### src/rtl/nfs_pkg.sv
package nfs_pkg;
  localparam int REG_W  = 16;
  localparam int RIDX_W = 3;
  localparam int SU_W   = 2;
  localparam int PH_W   = 3;

  localparam int EN_POS  = 15;
  localparam int CE_POS  = 11;
  localparam int SU_POS  = 8;
  localparam int ACT_POS = 4;
  localparam int HLD_POS = 0;

  localparam logic [RIDX_W-1:0] RIX_CFG = 3'd0;
  localparam logic [RIDX_W-1:0] RIX_CMD = 3'd1;
  localparam logic [RIDX_W-1:0] RIX_ADR = 3'd2;
  localparam logic [RIDX_W-1:0] RIX_DAT = 3'd3;
  localparam logic [RIDX_W-1:0] RIX_STA = 3'd4;

  typedef enum logic [1:0] {PH_IDLE, PH_SETUP, PH_STROBE, PH_HOLD} phase_e;
  typedef enum logic [1:0] {OP_CMD, OP_ADDR, OP_WRITE, OP_READ} op_e;

  typedef struct packed {
    logic [SU_W-1:0] su;
    logic [PH_W-1:0] act;
    logic [PH_W-1:0] hld;
  } timing_t;
endpackage

### src/rtl/nfs_regs.sv
module nfs_regs
  import nfs_pkg::*;
#(
  parameter int SYNC_N = 2
) (
  input  logic             clk,
  input  logic             rst_n,
  input  logic             cfg_we,
  input  logic [REG_W-1:0] cfg_wdata,
  input  logic             rb_pin,
  output timing_t          tim,
  output logic             en,
  output logic             ce_n,
  output logic [REG_W-1:0] cfg_word,
  output logic             rb_ready
);
  localparam timing_t TIM_MAX = '1;

  timing_t          tim_q, tim_d;
  logic             en_q, en_d;
  logic             ce_q, ce_d;
  logic [SYNC_N-1:0] sy_q, sy_d;

  // bits with no function; the name keeps the lint quiet about them
  logic cfg_unused_bits;
  assign cfg_unused_bits = ^{cfg_wdata[14:12], cfg_wdata[10], cfg_wdata[7], cfg_wdata[3]};

  always_comb begin
    tim_d = tim_q;
    en_d  = en_q;
    ce_d  = ce_q;
    if (cfg_we) begin
      en_d      = cfg_wdata[EN_POS];
      ce_d      = cfg_wdata[CE_POS];
      tim_d.su  = cfg_wdata[SU_POS  +: SU_W];
      tim_d.act = cfg_wdata[ACT_POS +: PH_W];
      tim_d.hld = cfg_wdata[HLD_POS +: PH_W];
    end
    sy_d = {sy_q[SYNC_N-2:0], rb_pin};
  end

  always_ff @(posedge clk or negedge rst_n) begin
    if (!rst_n) begin
      tim_q <= TIM_MAX;
      en_q  <= 1'b1;
      ce_q  <= 1'b1;
      sy_q  <= '0;
    end else begin
      tim_q <= tim_d;
      en_q  <= en_d;
      ce_q  <= ce_d;
      sy_q  <= sy_d;
    end
  end

  always_comb begin
    cfg_word                     = '0;
    cfg_word[EN_POS]             = en_q;
    cfg_word[CE_POS]             = ce_q;
    cfg_word[SU_POS  +: SU_W]    = tim_q.su;
    cfg_word[ACT_POS +: PH_W]    = tim_q.act;
    cfg_word[HLD_POS +: PH_W]    = tim_q.hld;
  end

  assign tim      = tim_q;
  assign en       = en_q;
  assign ce_n     = ce_q;
  assign rb_ready = sy_q[SYNC_N-1];
endmodule

### src/rtl/nfs_phase.sv
module nfs_phase
  import nfs_pkg::*;
#(
  parameter int DQ_W = 8
) (
  input  logic            clk,
  input  logic            rst_n,
  input  logic            launch,
  input  op_e             op_in,
  input  logic [DQ_W-1:0] byte_in,
  input  timing_t         tim,
  input  logic [DQ_W-1:0] dq_in,
  output phase_e          phase,
  output op_e             op,
  output logic [DQ_W-1:0] byte_out,
  output logic            rd_valid,
  output logic [DQ_W-1:0] rd_byte
);
  localparam int CNT_W = (SU_W > PH_W) ? SU_W : PH_W;
  localparam logic [CNT_W-1:0] CNT_ONE = CNT_W'(1);

  phase_e           ph_q, ph_d;
  logic [CNT_W-1:0] cnt_q, cnt_d;
  timing_t          tq;
  op_e              op_q;
  logic [DQ_W-1:0]  byte_q;
  logic             rdv_q, rdv_d;
  logic [DQ_W-1:0]  rdb_q, rdb_d;
  logic             ld_en;
  logic             cnt_zero;

  assign ld_en    = (ph_q == PH_IDLE) && launch;
  assign cnt_zero = (cnt_q == '0);

  always_comb begin
    ph_d  = ph_q;
    cnt_d = cnt_q;
    rdv_d = 1'b0;
    rdb_d = rdb_q;
    case (ph_q)
      PH_IDLE: begin
        if (launch) begin
          ph_d  = PH_SETUP;
          cnt_d = CNT_W'(tim.su);
        end
      end
      PH_SETUP: begin
        if (cnt_zero) begin
          ph_d  = PH_STROBE;
          cnt_d = CNT_W'(tq.act);
        end else begin
          cnt_d = cnt_q - CNT_ONE;
        end
      end
      PH_STROBE: begin
        if (cnt_zero) begin
          ph_d  = PH_HOLD;
          cnt_d = CNT_W'(tq.hld);
          if (op_q == OP_READ) begin
            rdv_d = 1'b1;
            rdb_d = dq_in;
          end
        end else begin
          cnt_d = cnt_q - CNT_ONE;
        end
      end
      PH_HOLD: begin
        if (cnt_zero) ph_d = PH_IDLE;
        else          cnt_d = cnt_q - CNT_ONE;
      end
      default: ph_d = PH_IDLE;
    endcase
  end

  always_ff @(posedge clk or negedge rst_n) begin
    if (!rst_n) begin
      ph_q  <= PH_IDLE;
      cnt_q <= '0;
      rdv_q <= 1'b0;
      rdb_q <= '0;
    end else begin
      ph_q  <= ph_d;
      cnt_q <= cnt_d;
      rdv_q <= rdv_d;
      rdb_q <= rdb_d;
    end
  end

  // shadow copy of the operation and timing, loaded only at launch
  always_ff @(posedge clk or negedge rst_n) begin
    if (!rst_n) begin
      tq     <= '0;
      op_q   <= OP_CMD;
      byte_q <= '0;
    end else if (ld_en) begin
      tq     <= tim;
      op_q   <= op_in;
      byte_q <= byte_in;
    end
  end

  assign phase    = ph_q;
  assign op       = op_q;
  assign byte_out = byte_q;
  assign rd_valid = rdv_q;
  assign rd_byte  = rdb_q;
endmodule

### src/rtl/nfs_pins.sv
module nfs_pins
  import nfs_pkg::*;
#(
  parameter int DQ_W = 8
) (
  input  phase_e          phase,
  input  op_e             op,
  input  logic [DQ_W-1:0] byte_in,
  output logic            cle,
  output logic            ale,
  output logic            we_n,
  output logic            re_n,
  output logic            dq_oe,
  output logic [DQ_W-1:0] dq_out
);
  logic active;
  logic strobe;

  always_comb begin
    active = (phase != PH_IDLE);
    strobe = (phase == PH_STROBE);
    cle    = active && (op == OP_CMD);
    ale    = active && (op == OP_ADDR);
    we_n   = !(strobe && (op != OP_READ));
    re_n   = !(strobe && (op == OP_READ));
    dq_oe  = active && (op != OP_READ);
    dq_out = dq_oe ? byte_in : '0;
  end
endmodule

### src/rtl/nand_seq_top.sv
module nand_seq_top
  import nfs_pkg::*;
#(
  parameter int DQ_W   = 8,
  parameter int SYNC_N = 2
) (
  input  logic              clk,
  input  logic              rst_n,
  input  logic              host_req,
  input  logic              host_wr,
  input  logic [RIDX_W-1:0] host_addr,
  input  logic [REG_W-1:0]  host_wdata,
  output logic [REG_W-1:0]  host_rdata,
  output logic              host_ready,
  output logic              rd_valid,
  output logic [DQ_W-1:0]   rd_byte,
  output logic              nand_ce_n,
  output logic              nand_cle,
  output logic              nand_ale,
  output logic              nand_we_n,
  output logic              nand_re_n,
  output logic [DQ_W-1:0]   nand_dq_out,
  output logic              nand_dq_oe,
  input  logic [DQ_W-1:0]   nand_dq_in,
  input  logic              nand_rb
);
  timing_t          tim;
  logic             en;
  logic [REG_W-1:0] cfg_word;
  logic             rb_ready;
  logic             cfg_we;
  logic             is_bus;
  op_e              op_sel;
  logic             idle;
  logic             launch;
  phase_e           ph;
  op_e              op_q;
  logic [DQ_W-1:0]  byte_q;

  always_comb begin
    is_bus = 1'b0;
    op_sel = OP_READ;
    if (host_wr && host_addr == RIX_CMD) begin
      is_bus = 1'b1;
      op_sel = OP_CMD;
    end else if (host_wr && host_addr == RIX_ADR) begin
      is_bus = 1'b1;
      op_sel = OP_ADDR;
    end else if (host_addr == RIX_DAT) begin
      is_bus = 1'b1;
      op_sel = host_wr ? OP_WRITE : OP_READ;
    end
  end

  assign cfg_we     = host_req && host_wr && (host_addr == RIX_CFG);
  assign idle       = (ph == PH_IDLE);
  assign launch     = host_req && is_bus && idle && en;
  assign host_ready = idle;

  always_comb begin
    case (host_addr)
      RIX_CFG: host_rdata = cfg_word;
      RIX_STA: host_rdata = REG_W'(rb_ready);
      default: host_rdata = '0;
    endcase
  end

  nfs_regs #(.SYNC_N(SYNC_N)) u_regs (
    .clk      (clk),
    .rst_n    (rst_n),
    .cfg_we   (cfg_we),
    .cfg_wdata(host_wdata),
    .rb_pin   (nand_rb),
    .tim      (tim),
    .en       (en),
    .ce_n     (nand_ce_n),
    .cfg_word (cfg_word),
    .rb_ready (rb_ready)
  );

  nfs_phase #(.DQ_W(DQ_W)) u_phase (
    .clk     (clk),
    .rst_n   (rst_n),
    .launch  (launch),
    .op_in   (op_sel),
    .byte_in (host_wdata[DQ_W-1:0]),
    .tim     (tim),
    .dq_in   (nand_dq_in),
    .phase   (ph),
    .op      (op_q),
    .byte_out(byte_q),
    .rd_valid(rd_valid),
    .rd_byte (rd_byte)
  );

  nfs_pins #(.DQ_W(DQ_W)) u_pins (
    .phase  (ph),
    .op     (op_q),
    .byte_in(byte_q),
    .cle    (nand_cle),
    .ale    (nand_ale),
    .we_n   (nand_we_n),
    .re_n   (nand_re_n),
    .dq_oe  (nand_dq_oe),
    .dq_out (nand_dq_out)
  );
endmodule

### config.mk
export PLATFORM = sky130hd
export DESIGN_NAME = nand_seq_top
export DESIGN_NICKNAME = d
export VERILOG_FILES = /design/src/rtl/nfs_pkg.sv /design/src/rtl/nfs_regs.sv /design/src/rtl/nfs_phase.sv /design/src/rtl/nfs_pins.sv /design/src/rtl/nand_seq_top.sv
export SDC_FILE = /design/constraint.sdc
export NUM_CORES = 1
export LEC_CHECK = 0
export ABC_AREA = 1
export ABC_CLOCK_PERIOD_IN_PS = 4100
export BUFFER_PORTS_ARGS = -buffer_cell sky130_fd_sc_hd__buf_2
export CAP_MARGIN = 20
export CORE_AREA = 2 2 59 116
export DETAILED_ROUTE_END_ITERATION = 6
export DIE_AREA = 0 0 61 118
export GPL_TIMING_DRIVEN = 0
export SETUP_SLACK_MARGIN = 0.2
export SYNTH_ARGS = -nofsm -noshare
export SYNTH_HDL_FRONTEND = slang
export SYNTH_HIERARCHICAL = 1
export SYNTH_SLANG_ARGS = --single-unit
### constraint.sdc
create_clock -name clk -period 4.1 [get_ports clk]
set_input_delay 0.205 -clock clk [delete_from_list [all_inputs] [get_ports clk]]
set_output_delay 0.205 -clock clk [all_outputs]
set_load 0.05 [all_outputs]
# Word-level counts from Yosys, hierarchy flattened
# Index checks and enable logic that the tools add are counted.
# classes
n_addsub	1
eq_ne	15
mux	22
reduce_logical	23
# op_table
op	count
$pmux W16 S2	1
$logic_and A1 B1 Y1	13
$mux W2	6
$mux W3	4
$pmux W3 S4	1
$mux W1	8
$mux W8	1
$pmux W2 S4	1
$eq A2 B2 Y1 const B	3
$eq A3 B2 Y1 const B	2
$logic_not A3 Y1	2
$ne A2 B1 Y1 const B	3
$ne A2 B2 Y1 const B	3
$eq A2 B1 Y1 const B	2
$logic_not A2 Y1	2
$reduce_and A4 Y1	1
$eq A3 B1 Y1 const B	1
$eq A3 B3 Y1 const B	1
$reduce_and A3 Y1	1
$sub A3 B1 Y3 const B	1
$logic_not A1 Y1	2
$reduce_and A2 Y1	1
$reduce_bool A2 Y1	1
# word_totals
ff_bits	42
inputBits	32
out_inout_bits	40
elab_cells	75

# Longest topological paths before layout
# logic_depth
ltp_word	9
mapped_depth	10
ltp_nobuf	10

# Hierarchy
# The synthesis kept the hierarchy.
# modules_own_cells
module	instances	cells_per_inst	area_each_um2	seq_area_each_um2
nfs_phase	1	143	1496.4	750.7
nfs_regs	1	61	564.3	312.8
nand_seq_top	1	52	265.3	0.0
nfs_pins	1	26	116.4	0.0

# Worst setup path after synthesis
# Ideal clock, no wire load.
# synth_path
kind	reg-to-reg
from	reg u_phase.ph_q[1] (netlist: u_phase/phase[1])
to	reg u_phase.byte_q[7] (netlist: u_phase/byte_out[7])
arrival_ps	2168
setup_slack_ps	1807
path_stages_with_launch	7
path_cell_list	dfrtp_1 nor2_1 nand3_1 a21oi_1 nand2_4 buf_6 mux2_4
# synth_via
elab_chain_len	4
# synth_rtl
item	line	rtl
from (decl)	nfs_phase.sv:22	phase_e ph_q, ph_d;
from (signal assigned)	nfs_phase.sv:82	ph_q <= ph_d;
$logic_not A2 Y1	nand_seq_top.sv:56	assign idle = (ph == PH_IDLE);
via host_ready	nand_seq_top.sv:14	output logic host_ready,
$logic_and A1 B1 Y1 (2 in a row)	nand_seq_top.sv:57	assign launch = host_req && is_bus && idle && en;
via launch	nand_seq_top.sv:35	logic launch;
$logic_and A1 B1 Y1	nfs_phase.sv:32	assign ld_en = (ph_q == PH_IDLE) && launch;
to (signal assigned)	nfs_phase.sv:98	byte_q <= byte_in;
to (decl)	nfs_phase.sv:26	logic [DQ_W-1:0] byte_q;
# The timed path passes the listed nets, and every way through them passes these cells.
# A chain may end at the register's enable or synchronous reset.

# Worst setup path in the final report
# layout_path
from	reg u_phase.ph_q[1] (netlist: u_phase/phase[1])
to	reg u_phase.byte_q[7] (netlist: u_phase/byte_out[7])
# layout_via
elab_chain_len	4
# layout_rtl
item	line
$logic_not A2 Y1	nand_seq_top.sv:56
$logic_and A1 B1 Y1 (2 in a row)	nand_seq_top.sv:57
via launch	nand_seq_top.sv:35
$logic_and A1 B1 Y1	nfs_phase.sv:32
# The timed path passes the listed nets, and every way through them passes these cells.

==> summary.md <==
| Metric | Value |
|---|---|
| Sequential cell fraction of total power | just over 30% |
| Area growth, synth to finish | 24.44% |
| Max VDD drop | about 0.44 mV |
| Number of top-level design ports | slightly above 70 |
| Hold Path Cell Cnt | 1 |
| Slowest cell on the critical path | sky130_fd_sc_hd__dfrtp_1 |
| Clock skew | ~0.0036 ns |
| Post-CTS setup-driven buffer insertion count | 0 |
| Clock network fraction of total power | 19.7% |
| Status | finished clean |
| Adder-Cell Fraction of Synth Area | roughly 3.6% |
| HPWL after DPL | approximately 3.8 mm |
| Setup slack, reg-to-reg | between 2 and 2.5 ns |
| Antenna-violating nets left | 0 |
| Summed negative setup slack over all endpoints | 0 ns |
| Clock Latency Late Sink | about 0.29 ns |
| Number of violations of the max-capacitance limit | 0 |
| Initial core utilization | around two fifths |
| Hold Fails Final Rpt | 0 |
| Proportion of register bits with asynchronous set or reset after synthesis | 100.0% |
| Commonest cells after routing, fill and taps aside | sky130_fd_sc_hd__nand2_1, sky130_fd_sc_hd__buf_2, sky130_fd_sc_hd__inv_1 |
| Multiplexer fraction of the synthesized cell area | approximately 8.1% |
| Count of unique library cells instantiated by Yosys | 30 |
| Simple-Gate Fraction of Synth Area | approximately 26% |
| PortBufs | 61 |
| Leakage power | 1.620 nW |
| Power per cell area | 732.2 mW/mm^2 |
| Fin crit period | ~1.8 ns |
| Worst flop-to-flop path endpoint | u_phase/byte_out[7]$_DFFE_PN0P_ |
| Die Outline Area | ~0.007 sq mm |
| Commonest non-fill, non-tap cell in the layout | sky130_fd_sc_hd__nand2_1 |
| Layout cells sized above 1 | 39.61% |
| Largest fanout of any net on the critical path | 10 |
| Number of synthesized register bits | 42 |
| Post-layout worst setup margin | 2.277 ns |
| Share of the synthesized netlist area taken by xor and xnor gates | 0.3586% |
| Total count of max-transition violations in the final report | 0 |
| Peak clock frequency supported by timing | around 0.55 GHz |
| Final WL | approximately 5 mm |
| Reg-to-reg startpoint | u_phase/phase[1]$_DFFE_PN0P_ |
| Number of hold buffers added after CTS | 0 |
| Maximum buffer depth of the clock tree | 2 |
| Violation count after the first detailed-route iteration | 38 |
| Switching share of power | 45.96% |
| Global-route wire length before repair | around 8.1 mm |
| Core Area | approximately 0.0063 sq mm |
| Initial antenna violation count | 0 |
| Data required, critical path | 4.27 ns |
| Count of TritonRoute iterations in the first routing pass | 4 |
| Total GRT Usage | between 10% and 20% |
| Transition time at the pin with the least slew margin | between 0.9 and 1 ns |
| Vias | between 1500 and 2000 |
| CTS Sinks | 42 |
| Root Driver | sky130_fd_sc_hd__clkbuf_16 |
| TritonCTS clock tree | done |
| Share of the core filled with cells in the final layout | 48.17% |
| Share of the synthesized area in compound gates (AO/OA/AOI/OAI) | 4.098% |
| Type of element launching the critical path | flip-flop |
| TritonCTS Buffers | 5 |
| Sequence of cells on the critical path | nor2_1, nand3_1, a21oi_1, nand2_4, buf_6, mux2_4 |
| Core Rows | 41 |
| Worst Reg-to-Reg Cells | 6 |
| Ys Warns | 6 |
| Arrival time of data at the critical path endpoint | roughly 2.0 ns |
| Die W | 61 microns |
| Type of the worst min-delay path | input port to flip-flop |
| Post-synth top flop | sky130_fd_sc_hd__dfrtp_1 |
| Residual overflow from global routing | 0 |
| Largest family of logic cells by synthesized area | simple AND/OR/NAND/NOR gates |
| Crit end category | flip-flop |
| Crit path buffers/inverters | 1 |
| Resize count post-CTS | 0 |
| Vias in the first global route | about 1800 |
| EDFF count, synth | 0 |
| Number of nets at the end of the flow | 394 |
| Cell area after technology mapping | approximately 0.0024 sq mm |
| CP peak stage delay | 0.50 ns |
| DRC violations left | 0 |
| Pre-CTS WS | 2.278 ns |
| Worst-case hold path end point | u_regs/sy_q[0]$_DFF_PN0_ |
| Per-cell routed wire length | 11.03 microns |
| Setup repair after global routing missed its margin | false |
| Switching Power | slightly above 1 mW |
| Kind of critical path | flip-flop to flip-flop |
| Largest delay contributor family on the critical path | flip-flops |
| Fraction of the cycle the final worst path needs | between 40% and 50% |
| Count of inserted antenna diode cells | 0 |
| Largest net degree at the start of global routing | 43 |
| Share of the yosys chip area belonging to registers | 43.55% |
| Via/cell ratio | about 4.2 |
| Hold Crit Start | nand_rb |
| Clk slew on worst S/H paths | approximately 0.06 ns |
| Number of levels the H-tree was split into | 2 |
| Placer's final routability congestion estimate | about 0.79 |
| Floorplan die height | 118 microns |
| Internal power summed over all cells | between 1 and 1.5 mW |
| Count of final setup violators | 0 |
| Comb pwr share | around 50% |
| Average size of a mapped cell | about 8.7 sq um |
| Relative slew margins | roughly 37% |
| Synthesized instance count | around 280 |
==> flip-flops by register name (all words and copies together), names as in the netlist <==
signal,flops
u_regs/en,1
u_regs/cfg_word,8
u_phase/phase,2
u_regs/ce_n,1
u_phase/rd_valid,1
u_phase/tq,6
u_phase/rd_byte,8
u_phase/op,2
u_phase/cnt_q,3
u_regs/sy_q,2
u_phase/byte_out,8
==> synth_stat cells (2+ instances only) <==
cell,instances,area [sq um]
sky130_fd_sc_hd__a21oi_1,4,20.02
sky130_fd_sc_hd__dfstp_2,10,262.8
sky130_fd_sc_hd__buf_6,2,22.52
sky130_fd_sc_hd__nand2_2,2,12.51
sky130_fd_sc_hd__mux2_4,8,120.1
sky130_fd_sc_hd__nand2_1,78,292.8
sky130_fd_sc_hd__dfrtp_1,32,800.8
sky130_fd_sc_hd__nand3_4,2,35.03
sky130_fd_sc_hd__nor2_1,27,101.4
sky130_fd_sc_hd__mux2_2,7,78.83
sky130_fd_sc_hd__o21ai_1,2,10.01
sky130_fd_sc_hd__inv_2,4,15.01
sky130_fd_sc_hd__nor2_2,9,56.30
sky130_fd_sc_hd__inv_1,41,153.9
sky130_fd_sc_hd__nor3_1,3,15.01
sky130_fd_sc_hd__nand2_4,5,56.30
sky130_fd_sc_hd__ha_1,7,87.58
sky130_fd_sc_hd__buf_4,16,120.1
sky130_fd_sc_hd__o21ai_0,9,45.04
sky130_fd_sc_hd__nand3_1,4,20.02
==> cell families after synthesis <==
kind of cell	Yosys count
AND/OR/NAND/NOR	133
XOR/XNOR	1
AO/OA/AOI/OAI	17
flip-flops	42
adder cells (fa/ha/maj)	7
buffers and inverters	66
other	1
multiplexers	15
==> area by class of cell <==
class | instances | area [sq um]
Fill cell | 652 | 3271
Multi-Input combinational cell | 179 | 1045
Clock buffer | 5 | 125.1
Inverter | 46 | 175.2
Buffer | 20 | 177.7
Timing Repair Buffer | 61 | 305.3
Clock inverter | 3 | 40.04
Sequential cell | 42 | 1064
Tap cell | 86 | 107.6
==> power by group through the flow <==
| stage | sequential, mW | clock [mW] | combinational [mW] |
|---|---|---|---|
| 3_5_place_dp | 0.686 | 0 | 1.12 |
| 5_1_grt | 0.701 | 0.468 | 1.21 |
| 3_3_place_gp | 0.679 | 0 | 1.10 |
| 2_1_floorplan | 0.800 | 0 | 0.759 |
| 4_1_cts | 0.680 | 0.456 | 1.13 |
| 6_report | 0.677 | 0.440 | 1.11 |
==> metrics by stage <==
| step | instances | instance area, sq um | total power [mW] | hold slack (ns) |
|---|---|---|---|---|
| after floorplan | 287 | 2461 | 1.559 | -0.09059 |
| after global routing | 442 | 3039 | 2.379 | 0.02256 |
| final | 442 | 3039 | 2.225 | 0.02231 |
| after detailed placement | 434 | 2874 | 1.807 | 0.3148 |
| after global placement | 434 | 2874 | 1.783 | 0.3132 |
| after CTS | 442 | 3039 | 2.261 | 0.01559 |
==> routing by layer <==
metal | global-route usage [%] | vias to the layer above | share of wire [%]
met3 | 3.516 | 5 | 5.2
met1 | 14.45 | 847 | 36
met4 | 6.522 | 0 | 1.8
met2 | 28.16 | 46 | 57
met5 | 0 | - | 0
li1 | - | 974 | -
==> worst max path at each step <==
stage	depth (start not counted)	slack [ns]	end	start
detailed placement	6	2.28	u_phase/tq[2]$_DFFE_PN0P_	u_phase/phase[1]$_DFFE_PN0P_
finish	6	2.28	u_phase/byte_out[7]$_DFFE_PN0P_	u_phase/phase[1]$_DFFE_PN0P_
floorplan	6	1.81	u_phase/byte_out[7]$_DFFE_PN0P_	u_phase/phase[1]$_DFFE_PN0P_
global placement	6	2.27	u_phase/tq[1]$_DFFE_PN0P_	u_phase/phase[1]$_DFFE_PN0P_
CTS	6	2.26	u_phase/byte_out[7]$_DFFE_PN0P_	u_phase/phase[1]$_DFFE_PN0P_
global route	6	2.17	u_phase/byte_out[7]$_DFFE_PN0P_	u_phase/phase[1]$_DFFE_PN0P_
No activity file was read; power rests on OpenSTA's default activity.
